<file path="src/rtl/prd_pkg.sv">
package prd_pkg;
  localparam int unsigned RATE_W = 4;
  localparam int unsigned NCODES = 1 << RATE_W;
  // the highest code taps bit NCODES-3; bits above that feed nothing
  localparam int unsigned CNT_W = NCODES - 2;
  typedef logic [RATE_W-1:0] rate_code_t;
  typedef logic [NCODES-1:0] code_sel_t;
  typedef logic [CNT_W-1:0] tick_cnt_t;
endpackage

</file>
<file path="src/rtl/prd_rate_reg.sv">
module prd_rate_reg
  import prd_pkg::*;
#(
  parameter rate_code_t RESET_CODE = rate_code_t'(6)
) (
  input  logic       clk,
  input  logic       rst_n,
  input  logic       wr_en_i,
  input  rate_code_t wr_rate_i,
  output rate_code_t rate_o,
  output code_sel_t  sel_o
);
  rate_code_t rate_q;

  always_ff @(posedge clk) begin
    if (!rst_n) rate_q <= RESET_CODE;
    else if (wr_en_i) rate_q <= wr_rate_i;
  end

  // one-hot decode of the stored code; position 0 means silent
  always_comb begin
    sel_o = '0;
    sel_o[rate_q] = 1'b1;
  end

  assign rate_o = rate_q;

  AST_SEL_ONEHOT: assert property (@(posedge clk) disable iff (!rst_n)
    $onehot(sel_o));
endmodule

</file>
<file path="src/rtl/prd_ref_counter.sv">
module prd_ref_counter
  import prd_pkg::*;
(
  input  logic      clk,
  input  logic      rst_n,
  input  logic      ref_tick_i,
  output tick_cnt_t cnt_o
);
  tick_cnt_t cnt_q;

  always_ff @(posedge clk) begin
    if (!rst_n) cnt_q <= '0;
    else if (ref_tick_i) cnt_q <= cnt_q + tick_cnt_t'(1);
  end

  assign cnt_o = cnt_q;

  AST_CNT_HOLDS_IDLE: assert property (@(posedge clk) disable iff (!rst_n)
    !ref_tick_i |=> $stable(cnt_o));
endmodule

</file>
<file path="src/rtl/prd_tap_match.sv">
module prd_tap_match
  import prd_pkg::*;
(
  input  tick_cnt_t cnt_i,
  input  code_sel_t sel_i,
  output logic      hit_o
);
  // hit_vec[n]: the next tick will raise tap n-2 (code 1 hits every tick)
  code_sel_t hit_vec;

  assign hit_vec[0] = 1'b0;

  for (genvar n = 1; n < NCODES; n++) begin : g_code
    if (n == 1) begin : g_every
      assign hit_vec[n] = 1'b1;
    end else if (n == 2) begin : g_lsb
      assign hit_vec[n] = ~cnt_i[0];
    end else begin : g_tap
      assign hit_vec[n] = ~cnt_i[n-2] & (&cnt_i[n-3:0]);
    end
  end

  assign hit_o = |(hit_vec & sel_i);
endmodule

</file>
<file path="src/rtl/periodic_rate_divider.sv">
module periodic_rate_divider
  import prd_pkg::*;
#(
  parameter int unsigned RESET_CODE = 6
) (
  input  logic             clk,
  input  logic             rst_n,
  input  logic             ref_tick_i,
  input  logic             wr_en_i,
  input  logic [RATE_W-1:0] wr_rate_i,
  output logic             periodic_stb_o
);
  rate_code_t rate;
  code_sel_t  sel;
  tick_cnt_t  cnt;
  logic       hit;
  logic       stb_q;

  prd_rate_reg #(.RESET_CODE(rate_code_t'(RESET_CODE))) u_rate (
    .clk      (clk),
    .rst_n    (rst_n),
    .wr_en_i  (wr_en_i),
    .wr_rate_i(wr_rate_i),
    .rate_o   (rate),
    .sel_o    (sel)
  );

  prd_ref_counter u_cnt (
    .clk       (clk),
    .rst_n     (rst_n),
    .ref_tick_i(ref_tick_i),
    .cnt_o     (cnt)
  );

  prd_tap_match u_match (
    .cnt_i(cnt),
    .sel_i(sel),
    .hit_o(hit)
  );

  // match is evaluated against the pre-increment count and the stored code
  always_ff @(posedge clk) begin
    if (!rst_n) stb_q <= 1'b0;
    else stb_q <= ref_tick_i & hit;
  end

  assign periodic_stb_o = stb_q;

  AST_STB_NEEDS_TICK: assert property (@(posedge clk) disable iff (!rst_n)
    periodic_stb_o |-> $past(ref_tick_i));
  AST_CODE_ZERO_QUIET: assert property (@(posedge clk) disable iff (!rst_n)
    (rate == '0) |=> !periodic_stb_o);
  AST_CODE_ONE_EVERY: assert property (@(posedge clk) disable iff (!rst_n)
    (rate == rate_code_t'(1) && ref_tick_i) |=> periodic_stb_o);
  AST_CNT_STEP: assert property (@(posedge clk) disable iff (!rst_n)
    ref_tick_i |=> cnt == $past(cnt) + tick_cnt_t'(1));
endmodule

</file>
<file path="config.mk">
export PLATFORM = sky130hd
export DESIGN_NAME = periodic_rate_divider
export DESIGN_NICKNAME = d
export VERILOG_FILES = /design/src/rtl/prd_pkg.sv /design/src/rtl/prd_rate_reg.sv /design/src/rtl/prd_ref_counter.sv /design/src/rtl/prd_tap_match.sv /design/src/rtl/periodic_rate_divider.sv
export SDC_FILE = /design/constraint.sdc
export NUM_CORES = 1
export LEC_CHECK = 0
export BUFFER_PORTS_ARGS = -buffer_cell sky130_fd_sc_hd__buf_2
export CELL_PAD_IN_SITES_DETAIL_PLACEMENT = 0
export CELL_PAD_IN_SITES_GLOBAL_PLACEMENT = 2
export CORE_MARGIN = 2
export CORE_UTILIZATION = 39
export DETAILED_ROUTE_END_ITERATION = 8
export GPL_ROUTABILITY_DRIVEN = 0
export PLACE_DENSITY = 0.82
export SKIP_CTS_REPAIR_TIMING = 1
export SLEW_MARGIN = 0
export SYNTH_ARGS = -nofsm -noshare
export SYNTH_HDL_FRONTEND = slang
export SYNTH_SLANG_ARGS = --single-unit
</file>
<file path="constraint.sdc">
create_clock -name clk -period 4.1 [get_ports clk]
set_clock_uncertainty 0.1 [all_clocks]
set_input_delay 0.82 -clock clk [delete_from_list [all_inputs] [get_ports clk]]
set_output_delay 0.82 -clock clk [all_outputs]
set_load 0.01 [all_outputs]
</file>
==> reports/metrics.csv <==
metric,value,unit
Avg Inst Size Synth,9.15,µm²
cell area after synthesis,1090,µm²
HPWL Detailed,1.45,mm
Buffers on Ports,8,
leak pwr,0.000524,µW
largest net degree at the start of global routing,21,
H-tree levels,1,
worst rel slew slack,0.667,
vias,816,
Worst Tran Pin Value,0.499,ns
First DRT Iteration DRCs,37,
fraction of layout cells with a size suffix above 1,0.136,
Crit. End Element,register,
area growth from synthesis to layout,7.47,%
pre-CTS setup slack,1.66,ns
diode count,0,
#FFs+latches synth,19,
"commonest non-fill, non-tap cell in the layout",dfxtp_1,
crit-path max FO,5,
number of flops mapped to enable cells by yosys,0,
nets,142,
Total GRT Usage,0.139,
post-layout min period,2.46,ns
Starting Density,0.402,
final hold viol count,0,
worst vdd ir,0.142,mV
Slew Limit Fails,0,
CTS Buf Count,3,
CTS Buffer Depth,2,
Max Clock Freq,407,MHz
vias per cell,5.23,
PD cells,280,nW/µm²
max_cap viols,0,
grt total ovfl,0,
ys async rst share,0,
global-route wire length before repair,3.48,mm
status,"complete, no violations",
Top Ports,9,
clock-pin slew on the worst setup and hold paths,0.11,ns
final period utilization,0.599,
die area,3230,µm²
Core Region,2710,µm²
Non-Filler Instances,156,
post-DR wirelength/cell,12.7,µm
final antenna-violating net count,0,
Cells after Synth,119,
syn nets,135,
vias in the first global route,745,
Placed Area,1140,µm²
dominant synthesized flop cell,dfxtp_1,
Fillers,283,
Die Span X,56.8,µm
die height,56.8,µm
row cnt,19,
CP required,4.21,ns
beginning of the worst hold path,u_cnt.cnt_o[12]$_SDFFE_PN0P_,
WL final,1.99,mm
CTS tree,yes,
initial antenna violation count,0,
worst-skew pair later-pin latency,0.29,ns
Yosys cell types,37,
r2r startpoint,u_cnt.cnt_o[0]$_SDFFE_PN0P_,
drt pass-1 iters,4,
clock root cell,clkbuf_4,
Residual DRC,0,
Final Instance Area,1170,µm²
sequential area share after synthesis,0.349,
# placed instances,152,
crit path DAT,2.57,ns
final setup fails,0,
worst setup margin,1.64,ns
Setup crit start kind,register,
Hold Crit Class,register to register,
Fin Setup TNS,0,ns
kind of critical path,register to register,
first element of the critical path,u_cnt.cnt_o[0]$_SDFFE_PN0P_,
RSZ-0062 raised after global routing,no,
"leading cell types in the layout, fill and taps excluded","19 x dfxtp_1, 12 x nand2_1, 9 x and2_1",
total number of yosys warnings,0,
CTS sink count,19,
## layer usage
layer | vias to the layer above | global-route usage | part of all wire
li1 | 429 | - | -
met1 | 378 | 0.192 | 0.52
met2 | 7 | 0.211 | 0.45
met3 | 2 | 0.0276 | 0.023
met4 | 0 | 0.0598 | 0.0096
met5 | - | 0 | 0
## path summary, 6_finish.rpt
| check | slack (ns) | endpoint | cells after the start |
|---|---|---|---|
| worst min-delay path | 0.43 | u_cnt.cnt_o[12]$_SDFFE_PN0P_ | 2 |
| worst max register to register | 1.64 | periodic_stb_o$_SDFF_PN0_ | 10 |
| worst min register to register | 0.43 | u_cnt.cnt_o[12]$_SDFFE_PN0P_ | 2 |
| worst max-delay path | 1.64 | periodic_stb_o$_SDFF_PN0_ | 10 |
## metrics by stage
| step | util | power, µW | hold slack [ns] |
|---|---|---|---|
| 2_1_floorplan | - | 228 | 0.375 |
| 6_report | 0.432 | 328 | 0.425 |
| 3_3_place_gp | 0.422 | 238 | 0.389 |
| 5_1_grt | 0.432 | 351 | 0.467 |
| 4_1_cts | 0.432 | 334 | 0.432 |
| 3_5_place_dp | 0.422 | 238 | 0.416 |
## kinds of logic after synthesis
logic type | synth area share
XOR/XNOR | 0.0724
adder cells (fa/ha/maj) | 0.0920
AO/OA/AOI/OAI | 0.114
AND/OR/NAND/NOR | 0.287
multiplexers | 0.0460
flip-flops | 0.349
buffers and inverters | 0.0391
## registers in the layout, summed over array words and instances, names as in the netlist
register	flops
u_cnt.cnt_o	14
periodic_stb_o	1
u_rate.rate_o	4
## report_power, final
| group | leakage [µW] | total (µW) | internal, µW | switching, µW |
|---|---|---|---|---|
| registers | 0.000155 | 202 | 191 | 10.6 |
| clock network | 0.0000150 | 94.4 | 37.8 | 56.6 |
| logic | 0.000354 | 31.9 | 16.6 | 15.4 |
| total | 0.000524 | 328 | 246 | 82.6 |
## final cells by class
cell class	instances	area (µm²)	share of cell area
multi-input combinational	89	666	0.569
sequential	19	380	0.325
timing repair buffer	8	40.0	0.0342
tap	31	38.8	0.0332
clock buffer	4	26.3	0.0225
inverter	5	18.8	0.0160
## synth_stat cells, types with 3 or more instances
library cell,instances,share of area
clkbuf_1,5,0.017
inv_1,5,0.017
nand3_1,4,0.018
nand2_1,12,0.041
xnor2_1,6,0.048
and2_1,9,0.052
o21ai_0,3,0.014
nor2b_1,3,0.017
mux2i_1,5,0.046
nand3b_1,3,0.021
nand4_1,4,0.023
o211a_1,4,0.037
xor2_1,3,0.024
ha_1,8,0.092
dfxtp_1,19,0.35
## worst max-delay path, stage by stage (launching register included)
cell     delay, ns
dfxtp_1       0.44
ha_1          0.23
and3_4        0.21
and2_4        0.17
and4_2        0.25
ha_1          0.14
nor2b_1       0.13
mux2i_1       0.10
o22a_1        0.24
o311a_1       0.30
o31ai_1       0.07
Note: power is estimated with default switching activity, not from simulation.
